### src/rtl/nfa_rules_pkg.sv
package nfa_rules_pkg;
  // symbol line positions
  localparam int SYM_A     = 0;
  localparam int SYM_B     = 1;
  localparam int SYM_C     = 2;
  localparam int SYM_D     = 3;
  localparam int SYM_E     = 4;
  localparam int SYM_F     = 5;
  localparam int SYM_OTHER = 6;
  localparam int NSYM_MIN  = 7;

  // decoded condition positions
  localparam int CL_A   = 0;
  localparam int CL_B   = 1;
  localparam int CL_C   = 2;
  localparam int CL_D   = 3;
  localparam int CL_E   = 4;
  localparam int CL_F   = 5;
  localparam int CL_DF  = 6;
  localparam int CL_ANY = 7;
  localparam int NCLS   = 8;

  // automaton state positions
  localparam int ST_A    = 0;   // saw a
  localparam int ST_BP   = 1;   // saw a b+
  localparam int ST_C    = 2;   // saw a b+ c
  localparam int ST_M1   = 3;   // accept pattern 1
  localparam int ST_M2   = 4;   // accept pattern 2
  localparam int ST_DOT  = 5;   // inside .*
  localparam int ST_M3   = 6;   // accept pattern 3
  localparam int ST_B    = 7;   // saw b (patterns 4, 5)
  localparam int ST_DF   = 8;   // saw b[d-f]
  localparam int ST_M4   = 9;   // accept pattern 4
  localparam int ST_BD   = 10;  // saw bd
  localparam int ST_M5   = 11;  // accept pattern 5
  localparam int NST     = 12;
  localparam int FANIN   = 2;
  localparam int NRULE   = 5;
endpackage

### src/rtl/nfa_sym_decode.sv
module nfa_sym_decode
  import nfa_rules_pkg::*;
#(
  parameter int NSYM = NSYM_MIN
) (
  input  logic [NSYM-1:0] sym_i,
  output logic [NCLS-1:0] cls_o
);
  localparam int NLETTER = SYM_F + 1;

  for (genvar g = 0; g < NLETTER; g++) begin : g_letter
    assign cls_o[g] = sym_i[g];
  end

  assign cls_o[CL_DF]  = sym_i[SYM_D] | sym_i[SYM_E] | sym_i[SYM_F];
  assign cls_o[CL_ANY] = |sym_i;
endmodule

### src/rtl/nfa_state_bit.sv
module nfa_state_bit #(
  parameter int NIN = 2
) (
  input  logic           clk,
  input  logic           rst,
  input  logic           clr,
  input  logic [NIN-1:0] pred,
  input  logic [NIN-1:0] cond,
  output logic           q
);
  always_ff @(posedge clk) begin
    if (rst || clr) q <= 1'b0;
    else            q <= |(pred & cond);
  end
endmodule

### src/rtl/onehot_nfa_matcher.sv
module onehot_nfa_matcher
  import nfa_rules_pkg::*;
#(
  parameter int NSYM = NSYM_MIN
) (
  input  logic                        clk,
  input  logic                        rst,
  input  logic                        init_i,
  input  logic [NSYM-1:0]             sym_i,
  output logic [nfa_rules_pkg::NRULE-1:0] match_o
);
  logic [NCLS-1:0]  cls;
  logic [NST-1:0]   st;
  logic [FANIN-1:0] pred_m [NST];
  logic [FANIN-1:0] cond_m [NST];
  logic             start;

  assign start = 1'b1;  // entry state is always armed

  nfa_sym_decode #(.NSYM(NSYM)) u_dec (
    .sym_i (sym_i),
    .cls_o (cls)
  );

  // transition table: pair k of each state is (predecessor, condition)
  always_comb begin
    for (int s = 0; s < NST; s++) begin
      pred_m[s] = '0;
      cond_m[s] = '0;
    end
    pred_m[ST_A]   = {1'b0, start};          cond_m[ST_A]   = {1'b0, cls[CL_A]};
    pred_m[ST_BP]  = {st[ST_BP], st[ST_A]};  cond_m[ST_BP]  = {cls[CL_B], cls[CL_B]};
    pred_m[ST_C]   = {1'b0, st[ST_BP]};      cond_m[ST_C]   = {1'b0, cls[CL_C]};
    pred_m[ST_M1]  = {1'b0, st[ST_C]};       cond_m[ST_M1]  = {1'b0, cls[CL_D]};
    pred_m[ST_M2]  = {1'b0, st[ST_C]};       cond_m[ST_M2]  = {1'b0, cls[CL_E]};
    pred_m[ST_DOT] = {st[ST_DOT], st[ST_C]}; cond_m[ST_DOT] = {cls[CL_ANY], cls[CL_ANY]};
    pred_m[ST_M3]  = {st[ST_DOT], st[ST_C]}; cond_m[ST_M3]  = {cls[CL_F], cls[CL_F]};
    pred_m[ST_B]   = {1'b0, start};          cond_m[ST_B]   = {1'b0, cls[CL_B]};
    pred_m[ST_DF]  = {1'b0, st[ST_B]};       cond_m[ST_DF]  = {1'b0, cls[CL_DF]};
    pred_m[ST_M4]  = {1'b0, st[ST_DF]};      cond_m[ST_M4]  = {1'b0, cls[CL_A]};
    pred_m[ST_BD]  = {1'b0, st[ST_B]};       cond_m[ST_BD]  = {1'b0, cls[CL_D]};
    pred_m[ST_M5]  = {1'b0, st[ST_BD]};      cond_m[ST_M5]  = {1'b0, cls[CL_C]};
  end

  for (genvar g = 0; g < NST; g++) begin : g_state
    nfa_state_bit #(.NIN(FANIN)) u_bit (
      .clk  (clk),
      .rst  (rst),
      .clr  (init_i),
      .pred (pred_m[g]),
      .cond (cond_m[g]),
      .q    (st[g])
    );
  end

  // accepting states are flops, so the outputs are registered
  assign match_o = {st[ST_M5], st[ST_M4], st[ST_M3], st[ST_M2], st[ST_M1]};
endmodule

### config.mk
export PLATFORM = sky130hd
export DESIGN_NAME = onehot_nfa_matcher
export DESIGN_NICKNAME = d
export VERILOG_FILES = /design/src/rtl/nfa_rules_pkg.sv /design/src/rtl/nfa_sym_decode.sv /design/src/rtl/nfa_state_bit.sv /design/src/rtl/onehot_nfa_matcher.sv
export SDC_FILE = /design/constraint.sdc
export NUM_CORES = 1
export LEC_CHECK = 0
export BUFFER_PORTS_ARGS = -buffer_cell sky130_fd_sc_hd__buf_4
export CORE_MARGIN = 2
export CORE_UTILIZATION = 44
export DETAILED_ROUTE_END_ITERATION = 10
export PLACE_DENSITY_LB_ADDON = 0.3
export SLEW_MARGIN = 25
export SYNTH_ARGS = -nofsm -noshare
export SYNTH_HDL_FRONTEND = slang
export SYNTH_HIERARCHICAL = 1
export SYNTH_SLANG_ARGS = --single-unit
### constraint.sdc
create_clock -name clk -period 1.1 [get_ports clk]
set_input_delay 0.22 -clock clk [delete_from_list [all_inputs] [get_ports clk]]
set_output_delay 0.22 -clock clk [all_outputs]
set_load 0.1 [all_outputs]
==> impl_results.md, run 1 <==
- Layout area overhead: 41.5%
- Fin crit period: roughly 1100 ps
- Overflow after GRT: 0
- Final period utilization: a little over nine tenths
- Highest Signal Layer: met4
- Core area: about 1300 µm²
- Register area share after synthesis: between 40 and 50%
- Hold buffer count at cts: 0
- Final worst slack: ~28 ps
- Post-place setup slack: -97.2 ps
- Antenna cell count: 0
- Worst VDD drop: 0.000565 V
- Worst R2R End: g_state[6].u_bit/q
- CTS sink count: 12
- Leak: between 0.3 and 0.4 nW
- WP buf/inv: 1
- Area of the multi-input gates: around 380 µm²
- Register name with the most flops: g_state.u_bit/q
- Crit path launch type: register
- CP cell instances: buf_4
- Most common cell after layout, fill and taps aside: conb_1
- R2R depth: 2
- CTS tree: built
- Fillers: 113
- Share of layout cells above drive strength 1: around 67%
- Top flop regs: g_state.u_bit/q: 12 flops
- Nets: 96
- Starting density of the core: a little under half
- CP max-delay cell: dfxtp_2
- Critical Path AT: 850 ps
- Root buffer cell: clkbuf_4
- Met2 wire length: 470 µm
- Most frequent cells in the layout: 20 x conb_1, 19 x buf_4, 12 x a22oi_2, 12 x nor3_2, 7 x dfxtp_1
- Std-Cell Rows: 13
- Synth Warn #: 6
- Status: complete, no violations
- Skew final: around 2.3 ps
- Hold EP: g_state[6].u_bit/q
- #FFs+latches synth: 12
- Synthesized area per cell: between 10 and 15 µm²
- CP max stage delay: 320 ps
- Post-CTS Setup Repair Bufs: 0
- Setup TNS: 0 ps
- Hold WC Path Type: in2reg
- PortBufs: 14
- Storage cell area: between 200 and 250 µm²
- Crit path capture type: primary output
- Fin. max-slew vios: 0
- Gate Count Post-Synth: 47
- Router iterations before antenna repair: 2
- First DRT Iteration DRCs: 3
- Number of global-route vias before repair: around 350
- Number of flip-flops in the largest register: 12
- Vias per cell: about 4.3
- Reg clk slew, reported paths: 70 ps
- Pin count of the biggest net entering global routing: 13
- Met3 WL: about 30 µm
- Pwr Total: about 890 µW
- Clock latency on the worst-skew pair: between 200 and 300 ps
- DR vias: 423
- Routed metal-1 wirelength: between 400 and 500 µm
- Largest delay share family, worst path: flip-flops
- First-pass GRT wire length: about 1.5 mm
- Fmax: 0.933 GHz
- Reg2Reg Setup Slack: between 300 and 400 ps
- Max-Cap Viols: 0
- GRT Util Overall: between 10 and 15%
- Synthesized area: 594 µm²
- Drt wl/cell: roughly 9.5 µm
- Deepest clock path buffer count: 2
- Crit path max fanout: 1
- PwrDens: between 1000 and 1500 nW/µm²
- Top Ports: 15
- Netlist cell types: 8
- Crit Path Class: reg2out
- Hold_sp: rst
- CTS H-tree depth: 1
- Hold Path Stages: 2
- Die Wd: roughly 40 µm
- Total CTS buffers: 3
- ANT nets after route: 0
- CP required: approximately 880 ps
- Endpoints failing setup: 0
- Reg2reg start: g_state[2].u_bit/q
- PostCTS Resize Cnt: 0
- Layout Utilization: roughly 65%
- Die area: 1660 µm²
- Residual DRC: 0
- Unrepaired setup endpoints after global routing: false
- Hold violation count in the final report: 0
- Die height: just over 40 µm
- GPL Wtd Cong: approximately 0.65
- Initial antenna violation count: 0
- Hpwl dp: ~730 µm
- Final WL: around 940 µm
routing by layer:
metal	vias up	track usage, %
met4	0	7.50
met2	6	20.6
met1	188	18.7
met3	2	3.26
li1	227	-
met5	-	0
cells by family after synthesis:
group	Yosys count	share of synthesized area, %
flip-flops	12	40.4
buffers and inverters	6	7.58
AND/OR/NAND/NOR	15	25.5
AO/OA/AOI/OAI	12	25.3
other	2	1.26
how the worst max path moves through the flow:
stage	start	endpoint	slack, ps	cells after the start
floorplan	sym_i[3]	g_state[5].u_bit/q	30	4
global placement	sym_i[3]	g_state[5].u_bit/q	-80	5
detailed placement	sym_i[3]	g_state[5].u_bit/q	-100	5
CTS	g_state[6].u_bit/q	match_o[2]	10	1
global route	g_state[6].u_bit/q	match_o[2]	1	1
finish	g_state[6].u_bit/q	match_o[2]	30	1
metrics by stage:
step	hold slack (ps)	cells	cell area (µm²)
finish	268	99	841
global route	264	99	841
CTS	258	99	830
detailed placement	490	96	807
global placement	482	96	807
floorplan	282	65	668
report_power, final:
group / internal [mW] / total [mW] / switching [mW]
combinational: 0.0803 / 0.184 / 0.103
sequential: 0.448 / 0.455 / 0.00766
clock: 0.126 / 0.252 / 0.126
synth_stat cells:
cell      instances  area share [%]
nor3_2           12              20
nand2b_4          1             2.3
buf_4             6             7.6
nor4_1            1             1.1
a22oi_2          12              25
conb_1            2             1.3
or3_4             1             1.9
dfxtp_1          12              40
worst register-to-register path, stage by stage (launching register included):
cell and delay (ps):
dfxtp_1 370, a22oi_2 180, nor3_2 50
layout make-up:
| type | count | area share [%] |
|---|---|---|
| multi-input combinational | 47 | 44.8 |
| clock buffer | 3 | 2.68 |
| tap | 15 | 2.23 |
| sequential | 12 | 29.3 |
| timing repair buffer | 22 | 21.0 |
Note: power is estimated with default switching activity, not from simulation.
==> run 2: changes to the inputs <==
Settings changed: PLACE_DENSITY set to 0.73, PLACE_DENSITY_LB_ADDON 0.3 to unset, SLEW_MARGIN 25 to unset.
==> run 2 against run 1 <==
  * Clock-buffer cell count up 1
  * First-iteration DRC count down 33%
  * Combinational power about the same
  * Routed wire length down 0.11%
  * Global-route usage up 1.1 points
  * Sequential share of layout area down 0.72 points
  * Die area unchanged
  * Hold slack worse by 14 ps
  * Critical path type unchanged
  * Largest cell class unchanged
==> impl_results.md, run 2 (synthesized netlist as in run 1, its figures left out) <==
- CTS sink count: 12
- Core area: about 1300 µm²
- Pin count of the biggest net entering global routing: 13
- Std-Cell Rows: 13
- Leak: 0.359 nW
- Crit path max fanout: 1
- Skew final: roughly 5 ps
- Die height: 40.8 µm
- Antenna cell count: 0
- Most common cell after layout, fill and taps aside: conb_1
- Top Ports: 15
- Worst VDD drop: ~0.0011 V
- PwrDens: ~1100 nW/µm²
- Share of layout cells above drive strength 1: 67.1%
- Sw Ratio: around a quarter
- CP cell instances: buf_6
- Most frequent cells in the layout: 20 x conb_1, 17 x buf_4, 12 x a22oi_2, 12 x nor3_2, 7 x dfxtp_1
- CP max-delay cell: dfxtp_2
- Hold WC Path Type: in2reg
- Top flop regs: g_state.u_bit/q: 12 flops
- Endpoints failing setup: 0
- First DRT Iteration DRCs: 2
- Hold violation count in the final report: 0
- Initial antenna violation count: 0
- Clock latency on the worst-skew pair: 270 ps
- Final WL: about 940 µm
- Overflow after GRT: 0
- Post-route insts no fill: 100
- PortBufs: 14
- Hold slack: between 200 and 300 ps
- Number of global-route vias before repair: between 300 and 400
- Die area: between 1500 and 2000 µm²
- Clock power frac: 34.9%
- Crit path launch type: register
- Int Power: about 730 µW
- Total CTS buffers: 3
- Unrepaired setup endpoints after global routing: false
- ANT nets after route: 0
- Layout area overhead: 45.1%
- Residual DRC: 0
- PostCTS Resize Cnt: 0
- CTS H-tree depth: 1
- Dpl cells: between 90 and 100
- CTS tree: built
- Status: complete, no violations
- Share of total power in sequential cells: between 40 and 50%
- Nets: 96
- Post-CTS Setup Repair Bufs: 0
- GRT Util Overall: between 10% and 20%
- Switch Pwr: 254 µW
- Starting density of the core: 46.3%
- Largest delay share family, worst path: flip-flops
- Fin crit period: 1030 ps
- Fmax: 0.970 GHz
- Max-Cap Viols: 0
- Reg clk slew, reported paths: around 80 ps
- Deepest clock path buffer count: 2
- Number of flip-flops in the largest register: 12
- CP max stage delay: about 330 ps
- Router iterations before antenna repair: 2
- Critical Path AT: between 800 and 900 ps
- Vias per cell: approximately 4.3
- Die Wd: approximately 41 µm
- WP buf/inv: 1
- Gate power share: between 10% and 20%
- DR vias: between 400 and 500
- Drt wl/cell: between 9 and 10 µm
- GPL Wtd Cong: between 0.6 and 0.7
- Area of the multi-input gates: 377 µm²
- CP required: between 800 and 900 ps
- Hold buffer count at cts: 0
- Register name with the most flops: g_state.u_bit/q
- Crit Path Class: reg2out
- First-pass GRT wire length: roughly 1.6 mm
- Final period utilization: ~94%
- Fin. max-slew vios: 0
- Crit path capture type: primary output
- Fillers: approximately 120
- Storage cell area: ~250 µm²
- Root buffer cell: clkbuf_4
run 2: cell type report:
cell class,count,share of cell area [%]
multi-input cells,47,43.7
well taps,15,2.18
flip-flops and latches,12,28.6
repair buffers,22,21.3
clock buffers,4,4.21
run 2: metal layers:
layer	GRT usage (%)	wire length, µm	up-vias
met1	16.7	402	193
met2	23.4	480	10
met3	9.78	54	0
met4	5.00	0	0
met5	0	0	-
li1	-	-	230
run 2: power groups by stage:
stage,combinational (mW),sequential (mW),clock (mW)
6_report,0.185,0.455,0.343
3_3_place_gp,0.181,0.465,0
3_5_place_dp,0.183,0.465,0
4_1_cts,0.183,0.454,0.360
5_1_grt,0.201,0.457,0.380
2_1_floorplan,0.0835,0.500,0
run 2: final timing paths:
kind | depth (start not counted) | slack (ps) | from | to
setup / recovery | 1 | 70 | g_state[11].u_bit/q | match_o[4]
hold / removal | 2 | 250 | rst | g_state[4].u_bit/q
setup reg to reg | 2 | 400 | g_state[2].u_bit/q | g_state[6].u_bit/q
hold reg to reg | 2 | 510 | g_state[10].u_bit/q | g_state[11].u_bit/q
run 2: stage by stage:
step	power, mW	setup WS [ps]	utilization [%]	area [µm²]	TNS (ps)
floorplan	0.583	32.7	-	668	0
global placement	0.646	-80.4	62.8	807	-124
detailed placement	0.648	-101	62.8	807	-150
CTS	0.997	2.97	65.6	843	0
global route	1.04	21.1	67.1	862	0
finish	0.984	68.8	67.1	862	0
